==> src/rtl/irq_agg_pkg.sv <==
package irq_agg_pkg;

    localparam int REG_W    = 16;
    localparam int NUM_REGS = 5;
    localparam int NUM_GPIO = 16;
    localparam int ADDR_W   = 4;
    localparam int NUM_GRP  = 13;

    localparam int SRC_W      = (NUM_REGS - 1) * REG_W;
    localparam int ADR_STAT0  = 0;
    localparam int ADR_MASK0  = NUM_REGS;
    localparam int ADR_PRIM   = 2 * NUM_REGS;
    localparam int ADR_PMASK  = ADR_PRIM + 1;
    localparam int ADR_CFG    = ADR_PRIM + 2;
    localparam int ADR_GBOTH  = ADR_PRIM + 3;
    localparam int ADR_GPOL   = ADR_PRIM + 4;

    typedef enum logic [3:0] {
        GRP_TEMP  = 4'd0,
        GRP_GPIO  = 4'd1,
        GRP_ON    = 4'd2,
        GRP_PWR   = 4'd3,
        GRP_WDOG  = 4'd4,
        GRP_RTC   = 4'd5,
        GRP_CHG   = 4'd6,
        GRP_TDATA = 4'd7,
        GRP_TPEN  = 4'd8,
        GRP_ADC   = 4'd9,
        GRP_SINK  = 4'd10,
        GRP_HICUR = 4'd11,
        GRP_UV    = 4'd12,
        GRP_NONE  = 4'd15
    } grp_e;

    typedef enum logic {
        DRV_PUSHPULL  = 1'b0,
        DRV_OPENDRAIN = 1'b1
    } drv_mode_e;

    typedef struct packed {
        logic both;
        logic pol;
    } edge_cfg_t;

    // Source layout: which summary group owns pending word r, bit b.
    function automatic grp_e grp_of(input int r, input int b);
        grp_e g;
        g = GRP_NONE;
        case (r)
            0: begin
                if (b == 0)       g = GRP_TEMP;
                else if (b == 1)  g = GRP_ON;
                else if (b <= 4)  g = GRP_PWR;
                else if (b == 5)  g = GRP_WDOG;
                else if (b <= 7)  g = GRP_RTC;
                else if (b <= 12) g = GRP_ADC;
                else if (b == 13) g = GRP_TPEN;
                else if (b == 14) g = GRP_TDATA;
            end
            1: begin
                if (b <= 7)      g = GRP_CHG;
                else if (b <= 9) g = GRP_SINK;
            end
            2: begin
                if (b <= 9) g = GRP_UV;
            end
            3: begin
                if (b <= 3)      g = GRP_UV;
                else if (b <= 5) g = GRP_HICUR;
            end
            4: begin
                if (b < NUM_GPIO) g = GRP_GPIO;
            end
            default: g = GRP_NONE;
        endcase
        return g;
    endfunction

    function automatic logic [REG_W-1:0] impl_bits(input int r);
        logic [REG_W-1:0] v;
        v = '0;
        for (int b = 0; b < REG_W; b++) begin
            v[b] = (grp_of(r, b) != GRP_NONE);
        end
        return v;
    endfunction

endpackage

==> src/rtl/irq_gpio_edge.sv <==
module irq_gpio_edge
    import irq_agg_pkg::*;
(
    input  logic      clk_i,
    input  logic      rst_i,
    input  logic      pin_i,
    input  edge_cfg_t cfg_i,
    output logic      evt_o
);

    logic prev_q;
    logic rise;
    logic fall;

    // The previous level tracks the pin during reset as well, so a pin
    // that is already high does not look like an edge once reset ends.
    always_ff @(posedge clk_i) begin
        if (rst_i) begin
            prev_q <= pin_i;
        end else begin
            prev_q <= pin_i;
        end
    end

    assign rise = pin_i & ~prev_q;
    assign fall = ~pin_i & prev_q;

    always_comb begin
        if (cfg_i.both) begin
            evt_o = rise | fall;
        end else if (cfg_i.pol) begin
            evt_o = rise;
        end else begin
            evt_o = fall;
        end
    end

endmodule

==> src/rtl/irq_status_bank.sv <==
module irq_status_bank #(
    parameter int             W    = 16,
    parameter logic [W-1:0]   IMPL = '1
) (
    input  logic         clk_i,
    input  logic         rst_i,
    input  logic [W-1:0] set_i,
    input  logic         clr_we_i,
    input  logic [W-1:0] clr_data_i,
    output logic [W-1:0] stat_o
);

    logic [W-1:0] stat_q;
    logic [W-1:0] clr_v;

    assign clr_v = clr_we_i ? clr_data_i : '0;

    // A new event on the same edge as an acknowledge survives it.
    always_ff @(posedge clk_i) begin
        if (rst_i) begin
            stat_q <= '0;
        end else begin
            stat_q <= ((stat_q & ~clr_v) | set_i) & IMPL;
        end
    end

    assign stat_o = stat_q;

    AST_EVT_LATCHED: assert property (@(posedge clk_i) disable iff (rst_i)
        (|(set_i & IMPL)) |=> ((stat_o & $past(set_i & IMPL)) == $past(set_i & IMPL)));

    AST_W1C_CLEARS: assert property (@(posedge clk_i) disable iff (rst_i)
        clr_we_i |=> ((stat_o & $past(clr_data_i) & ~$past(set_i)) == '0));

    AST_W1C_KEEPS_ZEROS: assert property (@(posedge clk_i) disable iff (rst_i)
        clr_we_i |=> (((stat_o ^ $past(stat_o)) & ~$past(clr_data_i) & ~$past(set_i)) == '0));

endmodule

==> src/rtl/irq_summary.sv <==
module irq_summary
    import irq_agg_pkg::*;
#(
    parameter int NR = 5,
    parameter int W  = 16,
    parameter int NG = 13
) (
    input  logic            clk_i,
    input  logic            rst_i,
    input  logic [NR*W-1:0] stat_flat_i,
    input  logic [NR*W-1:0] mask_flat_i,
    input  logic [NG-1:0]   pmask_i,
    input  drv_mode_e       mode_i,
    output logic [NG-1:0]   primary_o,
    output logic            drv_o,
    output logic            oe_o
);

    logic [NR*W-1:0] pend;
    logic            active;

    assign pend = stat_flat_i & ~mask_flat_i;

    always_comb begin
        primary_o = '0;
        for (int g = 0; g < NG; g++) begin
            for (int r = 0; r < NR; r++) begin
                for (int b = 0; b < W; b++) begin
                    if ((int'(grp_of(r, b)) == g) && pend[r*W + b]) begin
                        primary_o[g] = 1'b1;
                    end
                end
            end
        end
    end

    assign active = |(primary_o & ~pmask_i);

    always_comb begin
        if (mode_i == DRV_OPENDRAIN) begin
            oe_o  = active;
            drv_o = 1'b0;
        end else begin
            oe_o  = 1'b1;
            drv_o = ~active;
        end
    end

    AST_QUIET_WHEN_EMPTY: assert property (@(posedge clk_i) disable iff (rst_i)
        (stat_flat_i == '0) |-> !active);

    AST_BLOCKED_NO_SUMMARY: assert property (@(posedge clk_i) disable iff (rst_i)
        (mask_flat_i == '1) |-> (primary_o == '0));

    AST_OD_NEVER_HIGH: assert property (@(posedge clk_i) disable iff (rst_i)
        (mode_i == DRV_OPENDRAIN && oe_o) |-> !drv_o);

    AST_PP_ALWAYS_DRIVEN: assert property (@(posedge clk_i) disable iff (rst_i)
        (mode_i == DRV_PUSHPULL) |-> oe_o);

endmodule

==> src/rtl/irq_agg_top.sv <==
module irq_agg_top
    import irq_agg_pkg::*;
#(
    parameter int W     = REG_W,
    parameter int NR    = NUM_REGS,
    parameter int NGPIO = NUM_GPIO,
    parameter int AW    = ADDR_W,
    parameter int NG    = NUM_GRP,
    localparam int SW   = (NR - 1) * W
) (
    input  logic          clk_i,
    input  logic          rst_i,
    input  logic [SW-1:0] src_evt_i,
    input  logic [NGPIO-1:0] gpio_i,
    input  logic          bus_we_i,
    input  logic          bus_re_i,
    input  logic [AW-1:0] bus_addr_i,
    input  logic [W-1:0]  bus_wdata_i,
    output logic [W-1:0]  bus_rdata_o,
    output logic          irq_drv_o,
    output logic          irq_oe_o
);

    logic [W-1:0]     stat_arr [NR];
    logic [W-1:0]     mask_q   [NR];
    logic [NR*W-1:0]  stat_flat;
    logic [NR*W-1:0]  mask_flat;
    logic [NG-1:0]    pmask_q;
    drv_mode_e        mode_q;
    logic [NGPIO-1:0] gpio_both_q;
    logic [NGPIO-1:0] gpio_pol_q;
    logic [NGPIO-1:0] gpio_evt;
    logic [NG-1:0]    primary;
    logic [W-1:0]     rdata_q;
    int               addr_i;

    assign addr_i = int'(bus_addr_i);

    // Pin edge detectors
    for (genvar n = 0; n < NGPIO; n++) begin : g_pin
        edge_cfg_t cfg_n;
        assign cfg_n.both = gpio_both_q[n];
        assign cfg_n.pol  = gpio_pol_q[n];
        irq_gpio_edge u_edge (
            .clk_i (clk_i),
            .rst_i (rst_i),
            .pin_i (gpio_i[n]),
            .cfg_i (cfg_n),
            .evt_o (gpio_evt[n])
        );
    end

    // Pending words; the last one is fed by the pin detectors
    for (genvar r = 0; r < NR; r++) begin : g_bank
        logic [W-1:0] set_v;
        logic         clr_we;
        if (r < NR - 1) begin : g_src
            assign set_v = src_evt_i[r*W +: W];
        end else begin : g_pin_word
            assign set_v = W'(gpio_evt);
        end
        assign clr_we = bus_we_i && (addr_i == ADR_STAT0 + r);
        irq_status_bank #(
            .W    (W),
            .IMPL (impl_bits(r))
        ) u_bank (
            .clk_i      (clk_i),
            .rst_i      (rst_i),
            .set_i      (set_v),
            .clr_we_i   (clr_we),
            .clr_data_i (bus_wdata_i),
            .stat_o     (stat_arr[r])
        );
        assign stat_flat[r*W +: W] = stat_arr[r];
        assign mask_flat[r*W +: W] = mask_q[r];
    end

    // Configuration registers
    always_ff @(posedge clk_i) begin
        if (rst_i) begin
            for (int r = 0; r < NR; r++) begin
                mask_q[r] <= '1;
            end
            pmask_q     <= '1;
            mode_q      <= DRV_OPENDRAIN;
            gpio_both_q <= '0;
            gpio_pol_q  <= '0;
        end else if (bus_we_i) begin
            for (int r = 0; r < NR; r++) begin
                if (addr_i == ADR_MASK0 + r) begin
                    mask_q[r] <= bus_wdata_i;
                end
            end
            if (addr_i == ADR_PMASK) pmask_q     <= bus_wdata_i[NG-1:0];
            if (addr_i == ADR_CFG)   mode_q      <= drv_mode_e'(bus_wdata_i[0]);
            if (addr_i == ADR_GBOTH) gpio_both_q <= bus_wdata_i[NGPIO-1:0];
            if (addr_i == ADR_GPOL)  gpio_pol_q  <= bus_wdata_i[NGPIO-1:0];
        end
    end

    // Registered read port
    always_ff @(posedge clk_i) begin
        if (rst_i) begin
            rdata_q <= '0;
        end else if (bus_re_i) begin
            rdata_q <= '0;
            for (int r = 0; r < NR; r++) begin
                if (addr_i == ADR_STAT0 + r) rdata_q <= stat_arr[r];
                if (addr_i == ADR_MASK0 + r) rdata_q <= mask_q[r];
            end
            if (addr_i == ADR_PRIM)  rdata_q <= W'(primary);
            if (addr_i == ADR_PMASK) rdata_q <= W'(pmask_q);
            if (addr_i == ADR_CFG)   rdata_q <= W'(mode_q);
            if (addr_i == ADR_GBOTH) rdata_q <= W'(gpio_both_q);
            if (addr_i == ADR_GPOL)  rdata_q <= W'(gpio_pol_q);
        end
    end

    assign bus_rdata_o = rdata_q;

    irq_summary #(
        .NR (NR),
        .W  (W),
        .NG (NG)
    ) u_sum (
        .clk_i       (clk_i),
        .rst_i       (rst_i),
        .stat_flat_i (stat_flat),
        .mask_flat_i (mask_flat),
        .pmask_i     (pmask_q),
        .mode_i      (mode_q),
        .primary_o   (primary),
        .drv_o       (irq_drv_o),
        .oe_o        (irq_oe_o)
    );

    AST_MASKS_AFTER_RESET: assert property (@(posedge clk_i) disable iff (rst_i)
        $past(rst_i) |-> (mask_flat == '1 && pmask_q == '1));

    for (genvar n = 0; n < NGPIO; n++) begin : g_pin_chk
        AST_PIN_RISE_SEEN: assert property (@(posedge clk_i) disable iff (rst_i)
            (!gpio_both_q[n] && gpio_pol_q[n] && $rose(gpio_i[n])) |=> stat_arr[NR-1][n]);
        AST_PIN_ANY_EDGE: assert property (@(posedge clk_i) disable iff (rst_i)
            (gpio_both_q[n] && $fell(gpio_i[n])) |=> stat_arr[NR-1][n]);
    end

endmodule

==> config.mk <==
export PLATFORM = sky130hd
export DESIGN_NAME = irq_agg_top
export DESIGN_NICKNAME = d
export VERILOG_FILES = /design/src/rtl/irq_agg_pkg.sv /design/src/rtl/irq_gpio_edge.sv /design/src/rtl/irq_status_bank.sv /design/src/rtl/irq_summary.sv /design/src/rtl/irq_agg_top.sv
export SDC_FILE = /design/constraint.sdc
export NUM_CORES = 1
export LEC_CHECK = 0
export BUFFER_PORTS_ARGS = -buffer_cell sky130_fd_sc_hd__buf_2
export CORE_MARGIN = 2
export CORE_UTILIZATION = 42
export CTS_BUF_LIST = sky130_fd_sc_hd__clkbuf_8
export DETAILED_ROUTE_END_ITERATION = 7
export MAX_ROUTING_LAYER = met4
export PLACE_DENSITY_LB_ADDON = 0.15
export SYNTH_ARGS = -nofsm -noshare
export SYNTH_HDL_FRONTEND = slang
export SYNTH_SLANG_ARGS = --single-unit
export TNS_END_PERCENT = 30
==> constraint.sdc <==
create_clock -name clk_i -period 4.6 [get_ports clk_i]
set_input_delay 0 -clock clk_i [delete_from_list [all_inputs] [get_ports clk_i]]
set_output_delay 0 -clock clk_i [all_outputs]
set_load 0.01 [all_outputs]
=== Word-level counts from Yosys, hierarchy flattened ===
Memories as Yosys holds them, arrays and structs flattened.
Cells that the tools add are included.
Widths: inputs -> output; s select.

* Eq/ne operators: 14
* Muxes and demuxes: 138
* Bitwise logic cells: 105
* Reduce and logical (&&, ||, !) cells: 11

{| class="wikitable"
|+ Operator list
! cell !! count
|-
| $mux 16 || 20
|-
| $mux 1 || 113
|-
| $and 80x80->80 || 1
|-
| $not 80->80 || 1
|-
| $not 1->1 || 33
|-
| $and 1x1->1 || 32
|-
| $eq 4x4->1 const B || 8
|-
| $logic_not 32->1 || 1
|-
| $mux 15 || 2
|-
| $or 1x1->1 || 21
|-
| $and 10x10->10 || 2
|-
| $mux 10 || 2
|-
| $not 10->10 || 2
|-
| $or 10x10->10 || 2
|-
| $and 16x16->16 || 1
|-
| $eq 4x3->1 const B || 4
|-
| $not 16->16 || 1
|-
| $or 16x16->16 || 1
|-
| $and 15x15->15 || 1
|-
| $not 15->15 || 1
|-
| $or 15x15->15 || 1
|-
| $and 13x13->13 || 1
|-
| $not 13->13 || 1
|-
| $reduce_or 13->1 || 1
|-
| 7 further kinds || 15
|}

* Register bits after elaboration: 135
* Memory bits (writable): 80
* Input bits: 104
* Output and inout port bits: 18
* Logic and storage cells: 295
* Memories: 1

{| class="wikitable"
|+ Memory list
! memory !! depth !! bits a word !! read ports !! clocked after memory_dff !! write ports !! line !! source
|-
| mask_q || 5 || 16 || 5 || 0 || 5 || irq_agg_top.sv:25 || <nowiki>logic [W-1:0] mask_q [NR];</nowiki>
|}

=== Depth between registers and ports, before layout ===
An unclocked memory read counts as a cell.

* Depth in word-level cells: 24
* Gate-level depth with buffers: 10
* Mapped depth without buffers: 7

=== Hierarchy ===
Synthesis repeated with hierarchy kept, for this count alone.

* Cell total of the unflattened synthesis: 1,214
* Area, all modules: 11,639.9 um^2

{| class="wikitable"
|+ Modules (own cells, without submodules)
! module !! instances !! cells an instance !! area each (um^2) !! sequential area each (um^2)
|-
| irq_agg_top || 1 || 739 || 7,236.9 || 3,643.5
|-
| irq_gpio_edge || 16 || 7 || 72.6 || 20.0
|-
| irq_status_bank (g_bank[1].u_bank ...) || 2 || 49 || 493.0 || 200.2
|-
| irq_status_bank (g_bank[4].u_bank) || 1 || 68 || 690.7 || 320.3
|-
| irq_status_bank (g_bank[0].u_bank) || 1 || 64 || 640.6 || 300.3
|-
| irq_summary || 1 || 98 || 628.1 || 0.0
|-
| irq_status_bank (g_bank[3].u_bank) || 1 || 35 || 296.5 || 120.1
|}

=== Least setup slack after synthesis ===
No wires, ideal clock.

* Path type: register -> output
* From: memory mask_q[0][4]
* To: output port irq_drv_o
* Data arrival time: 1,815 ps
* Required time: 4,600 ps
* Slack: 2,785 ps
* Cell stages (with the launch flop): 7
* Buffers on the path: 0
* Cells stage by stage: edfxtp_1 > inv_1 > a222oi_1 > o221ai_1 > or4_1 > nor4_1 > nor2b_1

{| class="wikitable"
|+ RTL lines
! item !! line !! source
|-
| start: declaration || irq_agg_top.sv:25 ||
|-
| end: declaration || irq_agg_top.sv:20 || <nowiki>output logic irq_drv_o,</nowiki>
|}

==> results.yml <==
final_layout:
  layout-drive-gt1-share_pct: 12.4
  final_common_cell: "nand2_1"
  syn_to_final_growth_pct: 24.1
  nNetsFinal: 1542
  layout_common_cells: "197 x nand2_1, 158 x a21oi_1, 135 x dfxtp_1"
  finalInstanceArea_um2: 13100
  antenna_cells: 0
die:
  start_util_pct: 42.3
  dieArea_um2: 26400
  rows: 58
  io_pins: 122
  die_h_um: 163
  chipWidth_um: 163
  core_area_um2: 25000
drt:
  vias_per_cell: 5.62
  drt_wl_total_mm: 37.5
  route.detailed.drc: 0
  drt_iter0_markers: 1033
  postRouteAntennaNets: 0
  routed-via-count: 9893
  first_pass_iters: 5
  wl_per_cell_um: 21.3
pwr:
  total_leakage_power_nw: 5.36
  pwr-share-clk_pct: 38.2
  swShare_pct: 27.4
  p_comb_share_pct: 13.7
  ir_drop_mv: 0.267
  p_switching_mw: 1.24
  power.density_nw_per_um2: 346
  p_int_mw: 3.29
  seq_power_share_pct: 48.1
grt:
  grt_pass1_wl_mm: 56.6
  grtUsageTotal_pct: 29.1
  grt_antenna_before_repair: 0
  grt_max_degree: 62
  grt_pass1_vias: 9384
  overflow: 0
sta:
  period_needed_ns: 3.26
  tightest_slew_ns: 1.15
  setup_viol: 0
  rsz0062_at_grt: "false"
  period_share_pct: 70.8
  finalHoldViolCount: 0
  fin_skew_ns: 0.0281
  clock.fmax_ghz: 0.307
  relSlewSlack_pct: 23.2
  slew_viol_final: 0
  final.setup.tns_ns: 0
clocking:
  cts.htree.levels: 2
  cts_sinks: 215
  cts_tree: "built"
  clock_path_buffers: 3
  clk_latency_ns: 0.54
  root_buffer: "clkbuf_8"
  cts.repair.resized: 0
  clkTransAtPathRegs_ns: 0.06
  cts_buffers: 39
placed_design:
  io_buffers: 98
  place_hpwl_mm: 25.5
  post_dp_cell_area_um2: 11200
  globalplace.congestion: 0.952
setup_path:
  critPathSlowestCell: "a222oi_1"
  end_kind: "primary output"
  crit_path_start_kind: "flop"
  worstPathMaxFanout: 2
  worstPathRequired_ns: 4.60
  cpPeakStageDelay_ns: 0.71
  arrival_ns: 3.26
  critical_path_class: "flop to primary output"
  cp_cell_sequence: "inv_1, a222oi_1, o221ai_1, or4_1, nor4_1, nor2b_1, buf_2"
synthesis:
  ys_seq_area_share_pct: 48.3
  netlist_area_um2: 10600
  async_flop_share_pct: 0
  yosys_warnings: 0
  synth_edf_count: 80
  syn-instance-count: 1218
  synth_cell_type_count: 69
  synth.net_count: 1354
  synth_area_per_cell_um2: 8.67
  ys.flop_type: "dfxtp_1"
  ys_ff_latch: 215
outcome:
  outcome: "finished, final reports clean"
hold_path:
  hold_class: "input port to flop"
flow_run:
  maxCapViolCount: 0
[worst max-delay path, delay by kind of cell, from the launching register on]
family / cells / cell delay, ns
compound gates: 2 / 1.00
buf+inv: 2 / 0.19
flops: 1 / 0.34
simple gates: 3 / 1.19
[flip-flops by register name (all words and copies together), names as in the netlist]
register / cells
bus_rdata_o: 16
pmask_q: 13
mask_q: 80
g_bank.u_bank.stat_o: 57
mode_q: 1
g_pin.u_edge.prev_q: 16
gpio_pol_q: 16
gpio_both_q: 16
[through the flow]
stage	hold WS (ns)	total power, mW	worst slack (ns)	util [%]	std cells
2_1_floorplan	0.0277	2.51	2.79	-	1218
3_3_place_gp	0.130	2.73	1.68	44.9	1578
3_5_place_dp	0.135	2.74	1.72	44.9	1578
4_1_cts	0.00120	4.54	1.45	52.5	1761
5_1_grt	0.0250	4.71	1.26	52.5	1761
6_report	0.0224	4.53	1.34	52.5	1761
[synth_stat cells, types with 20 or more instances]
| cell | number | area, um^2 |
|---|---|---|
| nand2_1 | 197 | 739 |
| a21oi_1 | 158 | 791 |
| dfxtp_1 | 135 | 2700 |
| nor2_1 | 109 | 409 |
| edfxtp_1 | 80 | 2400 |
| inv_1 | 75 | 282 |
| o21ai_0 | 48 | 240 |
| nand2b_1 | 44 | 275 |
| clkbuf_1 | 43 | 161 |
| ha_1 | 32 | 400 |
| buf_2 | 30 | 150 |
| nor2b_1 | 29 | 181 |
| a211oi_1 | 24 | 180 |
| o22ai_1 | 21 | 131 |
| nand3_1 | 20 | 100 |
[power groups by stage]
stage,registers [mW],logic (mW),clock network [mW]
5_1_grt,2.19,0.676,1.84
6_report,2.18,0.621,1.73
4_1_cts,2.18,0.610,1.76
3_5_place_dp,2.22,0.521,0
2_1_floorplan,2.18,0.332,0
3_3_place_gp,2.22,0.517,0
[logic make-up (layout without fill, tap and decap cells)]
kind of cell | after synthesis | in the layout | share of synthesized area [%]
flops | 215 | 215 | 48.3
compound gates | 348 | 348 | 20.4
mux | 16 | 16 | 1.75
simple gates | 451 | 451 | 19.5
fa+ha+maj | 32 | 32 | 3.79
buf+inv | 156 | 369 | 6.15
[metal layers]
| layer | vias to the layer above | GRT usage [%] | wire length, um |
|---|---|---|---|
| met2 | 470 | 44.2 | 16700 |
| li1 | 4643 | - | - |
| met3 | 65 | 3.59 | 3110 |
| met4 | 0 | 8.29 | 908 |
| met5 | - | - | 0 |
| met1 | 4715 | 41.0 | 16700 |
[layout make-up]
class / count / area (um^2)
timing repair buffer: 227 / 1750
clock inverter: 21 / 109
tap: 330 / 413
multi-input combinational: 847 / 4820
clock buffer: 45 / 619
sequential: 215 / 5100
inverter: 76 / 285
fill: 2359 / 11900
[worst paths after layout]
| kind | startpoint | to | slack, ns | cells past startpoint |
|---|---|---|---|---|
| min reg2reg | bus_rdata_o[14] | bus_rdata_o[14] | 0.48 | 2 |
| max | mask_q[0][4] | irq_drv_o | 1.34 | 7 |
| max reg2reg | mask_q[0][67] | bus_rdata_o[1] | 2.64 | 6 |
| min | rst_i | g_bank[1].u_bank.stat_o[9] | 0.02 | 2 |
[repair_timing]
| action | in CTS | in global routing |
|---|---|---|
| buffers inserted | 0 | 0 |
| hold endpoints to repair | 141 | 0 |
| hold buffers | 117 | 0 |
(Power assumes the default switching activity.)
